$ cat src/rtl/vstep_pkg.sv
package vstep_pkg;

  localparam int SUBVL_W   = 3;
  localparam int SUBVL_MAX = 4;
  localparam int SUBIDX_W  = 2;

  // Subvector lengths 1..SUBVL_MAX are accepted
  function automatic logic subvl_ok(input logic [SUBVL_W-1:0] s);
    return (s != '0) && (int'(s) <= SUBVL_MAX);
  endfunction

endpackage

$ cat src/rtl/vstep_cfg.sv
module vstep_cfg
  import vstep_pkg::*;
#(
  parameter int MAXVL    = 64,
  parameter int EW       = 7,
  parameter int PW       = 9,
  parameter int HF_LANES = 1
) (
  input  logic               clk,
  input  logic               rst_n,
  input  logic               accept,
  input  logic [EW-1:0]      vl,
  input  logic [SUBVL_W-1:0] subvl,
  input  logic               pack,
  input  logic               unpack,
  input  logic               vfirst,
  input  logic [EW-1:0]      hint,
  output logic [EW-1:0]      vl_q,
  output logic [SUBVL_W-1:0] subvl_q,
  output logic               pack_q,
  output logic               unpack_q,
  output logic [PW-1:0]      total,
  output logic [PW-1:0]      step,
  output logic               vfirst_q,
  output logic               launch,
  output logic               launch_empty,
  output logic               err_q
);

  localparam logic [EW-1:0] VL_CAP = EW'(MAXVL);

  logic [EW-1:0] vl_eff;
  logic [EW-1:0] hint_eff;
  logic [EW-1:0] hint_q;
  logic          legal;

  function automatic logic [EW-1:0] clip_vl(input logic [EW-1:0] v);
    return (v > VL_CAP) ? VL_CAP : v;
  endfunction

  function automatic logic [PW-1:0] step_of(input logic vf, input logic [EW-1:0] h,
                                            input logic [SUBVL_W-1:0] s);
    if (!vf)        return PW'(HF_LANES);
    else if (h == '0) return PW'(1);
    else            return PW'(h) * PW'(s);
  endfunction

  assign vl_eff       = clip_vl(vl);
  assign hint_eff     = (hint > vl_eff) ? vl_eff : hint;
  assign legal        = subvl_ok(subvl);
  assign launch       = accept && legal && (vl_eff != '0);
  assign launch_empty = accept && legal && (vl_eff == '0);

  always_ff @(posedge clk or negedge rst_n) begin
    if (!rst_n) begin
      vl_q     <= '0;
      subvl_q  <= '0;
      pack_q   <= 1'b0;
      unpack_q <= 1'b0;
      vfirst_q <= 1'b0;
      hint_q   <= '0;
      err_q    <= 1'b0;
    end else begin
      err_q <= accept && !legal;
      if (launch) begin
        vl_q     <= vl_eff;
        subvl_q  <= subvl;
        pack_q   <= pack;
        unpack_q <= unpack;
        vfirst_q <= vfirst;
        hint_q   <= hint_eff;
      end
    end
  end

  assign total = PW'(vl_q) * PW'(subvl_q);
  assign step  = step_of(vfirst_q, hint_q, subvl_q);


  vl_cap_chk: assert property (@(posedge clk) disable iff (!rst_n)
    launch |=> (vl_q <= VL_CAP) && (vl_q != '0));


  err_excl_chk: assert property (@(posedge clk) disable iff (!rst_n)
    err_q |-> !$past(launch) && !$past(launch_empty));

endmodule

$ cat src/rtl/vstep_count.sv
module vstep_count #(
  parameter int PW = 9
) (
  input  logic          clk,
  input  logic          rst_n,
  input  logic          launch,
  input  logic          launch_empty,
  input  logic          advance,
  input  logic [PW-1:0] total,
  input  logic [PW-1:0] step,
  output logic          busy,
  output logic [PW-1:0] pos,
  output logic [PW-1:0] cnt,
  output logic          fin
);

  logic [PW-1:0] rem;
  logic          move;
  logic          wrap;

  function automatic logic [PW-1:0] clip_step(input logic [PW-1:0] s, input logic [PW-1:0] r);
    return (s < r) ? s : r;
  endfunction

  assign rem  = total - pos;
  assign cnt  = busy ? clip_step(step, rem) : '0;
  assign move = busy && advance;
  assign wrap = move && (cnt == rem);

  always_ff @(posedge clk or negedge rst_n) begin
    if (!rst_n) begin
      busy <= 1'b0;
      pos  <= '0;
      fin  <= 1'b0;
    end else begin
      fin <= launch_empty || wrap;
      if (launch) begin
        busy <= 1'b1;
        pos  <= '0;
      end else if (wrap) begin
        busy <= 1'b0;
        pos  <= '0;
      end else if (move) begin
        pos <= pos + cnt;
      end
    end
  end


  pos_range_chk: assert property (@(posedge clk) disable iff (!rst_n)
    busy |-> (pos < total));


  pos_hold_chk: assert property (@(posedge clk) disable iff (!rst_n)
    (busy && !advance) |=> busy && $stable(pos));


  pos_step_chk: assert property (@(posedge clk) disable iff (!rst_n)
    (move && !wrap) |=> (pos == $past(pos) + $past(cnt)));


  wrap_done_chk: assert property (@(posedge clk) disable iff (!rst_n)
    wrap |=> fin && !busy && (pos == '0));


  cnt_clip_chk: assert property (@(posedge clk) disable iff (!rst_n)
    busy |-> (cnt != '0) && (cnt <= rem));

endmodule

$ cat src/rtl/vstep_map.sv
module vstep_map
  import vstep_pkg::*;
#(
  parameter int EW = 7,
  parameter int PW = 9
) (
  input  logic [PW-1:0]       pos,
  input  logic [EW-1:0]       vl,
  input  logic [SUBVL_W-1:0]  subvl,
  input  logic                sub_major,
  output logic [EW-1:0]       elem,
  output logic [SUBIDX_W-1:0] sub
);

  // element index when subvector is the inner loop
  function automatic logic [PW-1:0] elem_major(input logic [PW-1:0] p,
                                               input logic [SUBVL_W-1:0] n);
    case (n)
      3'd2:    return p >> 1;
      3'd3:    return p / PW'(3);
      3'd4:    return p >> 2;
      default: return p;
    endcase
  endfunction

  // how many whole element sweeps lie below position p
  function automatic logic [SUBIDX_W-1:0] sweep_of(input logic [PW-1:0] p,
                                                   input logic [PW-1:0] v);
    logic [PW-1:0] v2;
    logic [PW-1:0] v3;
    v2 = v << 1;
    v3 = v2 + v;
    if (v == '0)   return '0;
    if (p >= v3)   return 2'd3;
    if (p >= v2)   return 2'd2;
    if (p >= v)    return 2'd1;
    return 2'd0;
  endfunction

  always_comb begin
    if (sub_major) begin
      sub  = sweep_of(pos, PW'(vl));
      elem = EW'(pos - PW'(sweep_of(pos, PW'(vl))) * PW'(vl));
    end else begin
      elem = EW'(elem_major(pos, subvl));
      sub  = SUBIDX_W'(pos - elem_major(pos, subvl) * PW'(subvl));
    end
  end

endmodule

$ cat src/rtl/vstep_seq.sv
module vstep_seq
  import vstep_pkg::*;
#(
  parameter int MAXVL    = 64,
  parameter int HF_LANES = 1,
  localparam int EW      = $clog2(MAXVL + 1),
  localparam int PW      = $clog2(MAXVL * SUBVL_MAX + 1)
) (
  input  logic                clk,
  input  logic                rst_n,
  input  logic                start,
  input  logic                adv,
  input  logic [EW-1:0]       cfg_vl,
  input  logic [SUBVL_W-1:0]  cfg_subvl,
  input  logic                cfg_pack,
  input  logic                cfg_unpack,
  input  logic                cfg_vfirst,
  input  logic [EW-1:0]       cfg_hint,
  output logic                busy,
  output logic [EW-1:0]       srcstep,
  output logic [SUBIDX_W-1:0] ssubstep,
  output logic [EW-1:0]       dststep,
  output logic [SUBIDX_W-1:0] dsubstep,
  output logic [PW-1:0]       issue_pairs,
  output logic                done,
  output logic                subvl_err
);

  logic                accept;
  logic                advance;
  logic [EW-1:0]       vl_q;
  logic [SUBVL_W-1:0]  subvl_q;
  logic                pack_q;
  logic                unpack_q;
  logic                vfirst_q;
  logic [PW-1:0]       total;
  logic [PW-1:0]       step;
  logic                launch;
  logic                launch_empty;
  logic [PW-1:0]       pos;
  logic [PW-1:0]       cnt;
  logic [1:0]          side_major;
  logic [EW-1:0]       side_elem [2];
  logic [SUBIDX_W-1:0] side_sub  [2];

  assign accept  = start && !busy;
  assign advance = vfirst_q ? adv : 1'b1;

  vstep_cfg #(.MAXVL(MAXVL), .EW(EW), .PW(PW), .HF_LANES(HF_LANES)) u_cfg (
    .clk, .rst_n, .accept,
    .vl(cfg_vl), .subvl(cfg_subvl), .pack(cfg_pack), .unpack(cfg_unpack),
    .vfirst(cfg_vfirst), .hint(cfg_hint),
    .vl_q, .subvl_q, .pack_q, .unpack_q, .total, .step, .vfirst_q,
    .launch, .launch_empty, .err_q(subvl_err)
  );

  vstep_count #(.PW(PW)) u_count (
    .clk, .rst_n, .launch, .launch_empty, .advance, .total, .step,
    .busy, .pos, .cnt, .fin(done)
  );

  assign side_major = {unpack_q, pack_q};

  // side 0 = source, side 1 = destination
  for (genvar g = 0; g < 2; g++) begin : g_side
    vstep_map #(.EW(EW), .PW(PW)) u_map (
      .pos, .vl(vl_q), .subvl(subvl_q), .sub_major(side_major[g]),
      .elem(side_elem[g]), .sub(side_sub[g])
    );
  end

  assign srcstep     = busy ? side_elem[0] : '0;
  assign ssubstep    = busy ? side_sub[0]  : '0;
  assign dststep     = busy ? side_elem[1] : '0;
  assign dsubstep    = busy ? side_sub[1]  : '0;
  assign issue_pairs = cnt;


  src_range_chk: assert property (@(posedge clk) disable iff (!rst_n)
    busy |-> (srcstep < vl_q) && (SUBVL_W'(ssubstep) < subvl_q));


  dst_range_chk: assert property (@(posedge clk) disable iff (!rst_n)
    busy |-> (dststep < vl_q) && (SUBVL_W'(dsubstep) < subvl_q));


  err_idle_chk: assert property (@(posedge clk) disable iff (!rst_n)
    subvl_err |-> !busy && !done);


  done_idle_chk: assert property (@(posedge clk) disable iff (!rst_n)
    done |-> !busy && (srcstep == '0) && (dststep == '0) && (issue_pairs == '0));


  vf_hold_chk: assert property (@(posedge clk) disable iff (!rst_n)
    (busy && vfirst_q && !adv) |=> $stable(srcstep) && $stable(dststep)
                                    && $stable(ssubstep) && $stable(dsubstep));


  busy_start_chk: assert property (@(posedge clk) disable iff (!rst_n)
    (busy && start) |=> !subvl_err);

endmodule

$ cat config.mk
export PLATFORM = sky130hd
export DESIGN_NAME = vstep_seq
export DESIGN_NICKNAME = d
export VERILOG_FILES = /design/src/rtl/vstep_pkg.sv /design/src/rtl/vstep_cfg.sv /design/src/rtl/vstep_count.sv /design/src/rtl/vstep_map.sv /design/src/rtl/vstep_seq.sv
export SDC_FILE = /design/constraint.sdc
export NUM_CORES = 1
export LEC_CHECK = 0
export CORE_UTILIZATION = 45
export CTS_BUF_LIST = sky130_fd_sc_hd__clkbuf_16
export CTS_CLUSTER_DIAMETER = 30
export DETAILED_ROUTE_END_ITERATION = 16
export PLACE_DENSITY_LB_ADDON = 0.05
export SLEW_MARGIN = 15
export SYNTH_ARGS = -nofsm -noshare
export SYNTH_HDL_FRONTEND = slang
export SYNTH_SLANG_ARGS = --single-unit
export TNS_END_PERCENT = 10
$ cat constraint.sdc
create_clock -name clk -period 17.56 [get_ports clk]
set_input_delay 5.268 -clock clk [delete_from_list [all_inputs] [get_ports clk]]
set_output_delay 5.268 -clock clk [all_outputs]
set_load 0.02 [all_outputs]
==> flow_summary.ini, run 1 <==
[run_status]
run_status = complete, no violations

[yosys]
register_area_share_after_synthesis = 0.1220
post_synth.cell_area_avg_um2 = 7.652
postSynthRegisterBits = 32
syn_inst = 858
syn-cell-area_um2 = 6565
synth_edf_count = 0
synth_cell_types = 78
yosys_most_used_dff = sky130_fd_sc_hd__dfrtp_1
async_reset_ff_frac = 1.000
total_nets_after_synthesis = 993
synth_warnings = 0

[drt]
dr_total_vias = 6285
via_cell_ratio = 5.901
finalWirelength_mm = 19.56
post_route_antenna_net_violation_count = 0
drtIter0Drc = 445
firstDrtPassIters = 5
post_drt_wl_per_cell_um = 18.36
drt_drc_violations_left = 0

[floorplanning]
fp.dieArea_um2 = 15080
floorplan.core_area_um2 = 14040
initial_core_util = 0.4675
die_height_um = 122.8
die_w_um = 122.8
floorplan.io_pins = 54
rows = 43

[setup_path]
timing.critical_path.slowest_stage_cell = sky130_fd_sc_hd__dfrtp_1
critical_path_start_type = flop
timing.critical_path.required_ps = 12290
setup_cp_type = reg2out
worstPathBufferInverterCount = 2
path_max_fanout = 22
cp_slowest_stage_delay_ps = 910
cp_top_family = compound AO/OA/AOI/OAI gates
cp-end-kind = output port
worst-endpoint-arrival_ps = 8230
cell_seen_most_often_among_critical_path_stages = sky130_fd_sc_hd__ha_1

[timing]
final_max_slew_viol_count = 0
timing.max_slew.rel_slack = 0.4185
final.setup_skew_ps = 4.900
layout_worst_path_cycle_share = 0.7686
final.setup.tns_ps = 0
rsz0062_at_grt = no
final-setup-viol-count = 0
final.min_clock_period_ps = 13500
worst_slew_pin_slew_ps = 872.3
fmax_mhz = 74.09
timing.final.hold_violations = 0

[layout]
fin_nets = 1019
layout-area-overhead-vs-synth_pct = 11.87
final_layout_size_suffix_gt1_frac = 0.06554
antennaDiodeCount = 0

[clock_tree]
tritoncts_num_sinks = 32
cts_setup_buffers = 0
cts_resized = 0
clkLatencyLatePin_ps = 290
tritoncts = built
hold_buffers = 0
clk_pin_slew_worst_paths_ps = 60
cts_root_buffer = sky130_fd_sc_hd__clkbuf_16
h_tree_level_count = 2
cts_buffer_depth = 2
tritoncts.num_buffers = 5

[placed_design]
placement.io_buffers = 53
place.detailed.hpwl_mm = 15.08
finalWeightedCongestion = 0.8580

[global_routing]
grt_start_max_net_pins = 41
gr-usage-met2 = 0.4610
grt_antenna_before_repair = 0
grt_pass1_wl_mm = 31.18
grt_overflow_total = 0
met1_usage = 0.3636
groute.usage.overall = 0.2690
top_usage_layer = met2
grt.met3_usage = 0.02742
first_global_vias = 6092

[hold_path]
hold_path_class = reg2reg

[run]
timing.max_cap.violations = 0
==> worst register-to-register path, delay by kind of cell (launching register included) <==
family                   cells  cell delay, ps
AO/OA/AOI/OAI               12            2150
XOR/XNOR                     2             410
adder cells (fa/ha/maj)      7            2460
buffers and inverters        3             810
flip-flops                   1             320
AND/OR/NAND/NOR              6             880
==> metrics by stage <==
stage	hold WS (ps)	worst slack (ps)	area (µm²)	instances	util
3_3_place_gp	562.3	4772	7204	1057	0.5131
5_1_grt	652.4	3464	7345	1065	0.5230
2_1_floorplan	507.3	6246	6565	858	-
4_1_cts	603.8	4144	7345	1065	0.5230
3_5_place_dp	590.8	4490	7204	1057	0.5131
6_report	604.0	4063	7345	1065	0.5230
==> logic make-up (layout without fill, tap and decap cells) <==
| group | Yosys count | after routing | share of synthesized area |
|---|---|---|---|
| XOR/XNOR | 47 | 47 | 0.06804 |
| flip-flops | 32 | 32 | 0.1220 |
| buffers and inverters | 118 | 145 | 0.07471 |
| AO/OA/AOI/OAI | 243 | 243 | 0.2499 |
| AND/OR/NAND/NOR | 283 | 283 | 0.2041 |
| multiplexers | 24 | 24 | 0.04002 |
| adder cells (fa/ha/maj) | 111 | 111 | 0.2413 |
==> final timing paths <==
path / startpoint / end / slack, ps / cells past startpoint
worst max-delay path: u_count.pos[7]$_DFFE_PN0P_ / dsubstep[1] / 4060 / 26
worst min register to register: u_cfg.hint_q[0]$_DFFE_PN0P_ / u_cfg.hint_q[0]$_DFFE_PN0P_ / 600 / 2
worst min-delay path: u_cfg.hint_q[0]$_DFFE_PN0P_ / u_cfg.hint_q[0]$_DFFE_PN0P_ / 600 / 2
min in group asynchronous: rst_n / u_cfg.subvl_q[0]$_DFFE_PN0P_ / 5380 / 2
worst max register to register: u_cfg.subvl_q[1]$_DFFE_PN0P_ / u_count.pos[8]$_DFFE_PN0P_ / 10480 / 30
max in group asynchronous: rst_n / u_count.pos[0]$_DFFE_PN0P_ / 11850 / 2
==> flip-flops by register name, summed over array words and instances (netlist names) <==
register,count
u_cfg.vfirst_q,1
u_count.pos,9
u_cfg.unpack_q,1
u_cfg.err_q,1
u_cfg.pack_q,1
u_cfg.subvl_q,3
u_count.busy,1
u_cfg.hint_q,7
u_count.fin,1
u_cfg.vl_q,7
==> cell usage in the layout, fill, tap and decap left out, drive strengths merged, types with 13 or more instances in the layout <==
cell type	count
a211oi	13
a21o	20
a21oi	72
buf	14
clkdlybuf4s50	53
dfrtp	32
fa	26
ha	85
inv	70
mux2	15
nand2	94
nand2b	13
nor2	97
nor2b	13
nor3	14
o21ai	53
xnor2	30
xor2	15
==> synthesized netlist by cell type (8+ instances only) <==
master / number / area share
sky130_fd_sc_hd__nor3_1: 14 / 0.011
sky130_fd_sc_hd__mux2_2: 15 / 0.026
sky130_fd_sc_hd__buf_2: 8 / 0.0061
sky130_fd_sc_hd__nor2_1: 96 / 0.055
sky130_fd_sc_hd__inv_1: 69 / 0.039
sky130_fd_sc_hd__ha_1: 85 / 0.16
sky130_fd_sc_hd__nor2b_1: 13 / 0.012
sky130_fd_sc_hd__a211oi_1: 13 / 0.015
sky130_fd_sc_hd__o21bai_1: 10 / 0.011
sky130_fd_sc_hd__dfrtp_1: 32 / 0.12
sky130_fd_sc_hd__nand2_1: 94 / 0.054
sky130_fd_sc_hd__a21oi_1: 70 / 0.053
sky130_fd_sc_hd__o21ai_0: 50 / 0.038
sky130_fd_sc_hd__o211ai_1: 10 / 0.011
sky130_fd_sc_hd__xor2_1: 15 / 0.020
sky130_fd_sc_hd__mux2i_1: 8 / 0.012
sky130_fd_sc_hd__clkbuf_1: 30 / 0.017
sky130_fd_sc_hd__a21o_1: 20 / 0.023
sky130_fd_sc_hd__xnor2_1: 29 / 0.039
sky130_fd_sc_hd__fa_1: 26 / 0.079
sky130_fd_sc_hd__nand2b_1: 13 / 0.012
==> final cells by class <==
cell class | instances | area, µm²
Clock buffer | 5 | 125.1
Clock inverter | 3 | 15.01
Fill cell | 1379 | 6698
Inverter | 70 | 262.8
Multi-Input combinational cell | 708 | 5280
Sequential cell | 32 | 800.8
Tap cell | 180 | 225.2
Timing Repair Buffer | 67 | 635.6
==> per-layer routing <==
metal | up-vias | routed length [µm]
met2 | 117 | 9306
met5 | - | 0
met4 | 0 | 253
li1 | 3083 | -
met3 | 21 | 682
met1 | 3064 | 9314
Power of run 1 is left out: the tool's default activity adds up to more than one toggle a clock period on the data nets, which glitch-free logic cannot reach.
==> run 2: changes to the inputs <==
clock period = 11.1 ns   (was 17.56 ns; I/O delays follow)
==> flow_summary.ini, run 2 (synthesis results as in run 1) <==
[run_status]
run_status = complete, no violations

[drt]
firstDrtPassIters = 5
post_route_antenna_net_violation_count = 0
finalWirelength_mm = 19.83
via_cell_ratio = 5.923
drtIter0Drc = 328
drt_drc_violations_left = 0
post_drt_wl_per_cell_um = 18.57
dr_total_vias = 6326

[layout]
final_layout_size_suffix_gt1_frac = 0.07095
most_common_cell_after_layout_fill_and_taps_aside = sky130_fd_sc_hd__nor2_1
max_ffs_per_register = 9
largest-register = u_count.pos
design_area_um2 = 7395
layout-area-overhead-vs-synth_pct = 12.64
most-common-layout-cells = sky130_fd_sc_hd__nor2_1 (96), sky130_fd_sc_hd__nand2_1 (94), sky130_fd_sc_hd__ha_1 (85)
antennaDiodeCount = 0
fin_nets = 1022
layout_top_registers = u_count.pos (9), u_cfg.hint_q (7), u_cfg.vl_q (7)

[global_routing]
grt_overflow_total = 0
groute.usage.overall = 0.2772
grt.met3_usage = 0.03020
grt_antenna_before_repair = 0
met1_usage = 0.3543
grt_pass1_wl_mm = 32.27
top_usage_layer = met2
gr-usage-met2 = 0.4821
grt_start_max_net_pins = 33
first_global_vias = 6444

[clock_tree]
clk_pin_slew_worst_paths_ps = 60
tritoncts_num_sinks = 32
cts_root_buffer = sky130_fd_sc_hd__clkbuf_16
cts_resized = 0
clkLatencyLatePin_ps = 290
tritoncts = built
hold_buffers = 0
cts_setup_buffers = 0
cts_buffer_depth = 2
h_tree_level_count = 2
tritoncts.num_buffers = 5

[floorplanning]
floorplan.core_area_um2 = 14040
die_w_um = 122.8
rows = 43
floorplan.io_pins = 54
fp.dieArea_um2 = 15080
initial_core_util = 0.4675
die_height_um = 122.8

[placed_design]
placed_cell_area_um2 = 7227
placement.io_buffers = 53
dp_worst_setup_slack_ps = 977.8
place.detailed.hpwl_mm = 15.66
finalWeightedCongestion = 0.8440

[setup_path]
critical_path.reg2reg.startpoint = u_count.pos[1]$_DFFE_PN0P_
timing.critical_path.required_ps = 7770
cell_seen_most_often_among_critical_path_stages = sky130_fd_sc_hd__ha_1
reg2reg_setup_slack_ps = 3950
worstPathBufferInverterCount = 3
timing.critical_path.slowest_stage_cell = sky130_fd_sc_hd__clkdlybuf4s50_1
reg2regPathDepth = 30
cp-end-kind = output port
critical_path_depth = 28
critical_path_start_type = flop
setup_cp_type = reg2out
cp_top_family = compound AO/OA/AOI/OAI gates
cp_slowest_stage_delay_ps = 550
regToRegEndpoint = u_count.pos[8]$_DFFE_PN0P_
setup.worst_path.start = u_count.pos[8]$_DFFE_PN0P_
worst-endpoint-arrival_ps = 7240
path_max_fanout = 13

[timing]
final.setup_skew_ps = 8.301
final.min_clock_period_ps = 10570
final.setup.tns_ps = 0
worst_slew_pin_slew_ps = 947.5
rsz0062_at_grt = no
timing.final.hold_violations = 0
timing.max_slew.rel_slack = 0.3683
final_max_slew_viol_count = 0
layout_worst_path_cycle_share = 0.9519
final-setup-viol-count = 0
worst_slack_ps = 533.8
fmax_mhz = 94.64

[hold_path]
hold_path_class = reg2reg
holdPathEnd = u_cfg.hint_q[0]$_DFFE_PN0P_
hold_sp = u_cfg.hint_q[0]$_DFFE_PN0P_
whs_path_depth = 2

[run]
timing.max_cap.violations = 0
## run 2: cell types whose count changed in the layout (fill, tap and decap cells not counted)
cell	delta
sky130_fd_sc_hd__buf_4	+3
sky130_fd_sc_hd__bufinv_16	+1
sky130_fd_sc_hd__clkinv_1	-1
sky130_fd_sc_hd__clkinv_2	+1
sky130_fd_sc_hd__inv_1	-1
## run 2: worst max path at each step
stage                        to  slack [ps]
floorplan           dsubstep[1]        1720
global route        dsubstep[1]         130
CTS                 dsubstep[1]         630
global placement    dsubstep[1]        1240
detailed placement  dsubstep[1]         980
finish              dsubstep[1]         530
## run 2: worst reg2reg max path: cells and delay by family (launching register included)
family,cells,cell delay [ps]
buffers and inverters,3,770
adder cells (fa/ha/maj),7,2390
flip-flops,1,510
AND/OR/NAND/NOR,6,740
AO/OA/AOI/OAI,12,2160
XOR/XNOR,2,510
## run 2: area by class of cell
type / count / area, µm²
clock buffer: 5 / 125.1
clock inverter: 3 / 42.54
fill: 1383 / 6648
inverter: 70 / 262.8
multi-input combinational: 708 / 5280
sequential: 32 / 800.8
tap: 180 / 225.2
timing repair buffer: 70 / 658.1
## run 2: per-stage QoR
step,instances,utilization,hold slack (ps)
floorplan,858,-,507.3
global placement,1060,0.5147,570.2
detailed placement,1060,0.5147,581.0
CTS,1068,0.5266,594.8
global route,1068,0.5266,640.8
finish,1068,0.5266,587.2
## run 2: layer usage
layer / vias to the layer above / share of wire
met5: - / 0
met4: 0 / 0.031
met3: 36 / 0.033
met2: 136 / 0.48
met1: 3053 / 0.45
li1: 3101 / -
Power of run 2 is left out for the same reason.
==> run 3: changes to the inputs <==
CTS_BUF_LIST = default   (was sky130_fd_sc_hd__clkbuf_16)
==> results of run 3 <==
Same layout as run 2: the final DEF is identical, and so are final timing and power.
Power of run 3 is left out for the same reason.
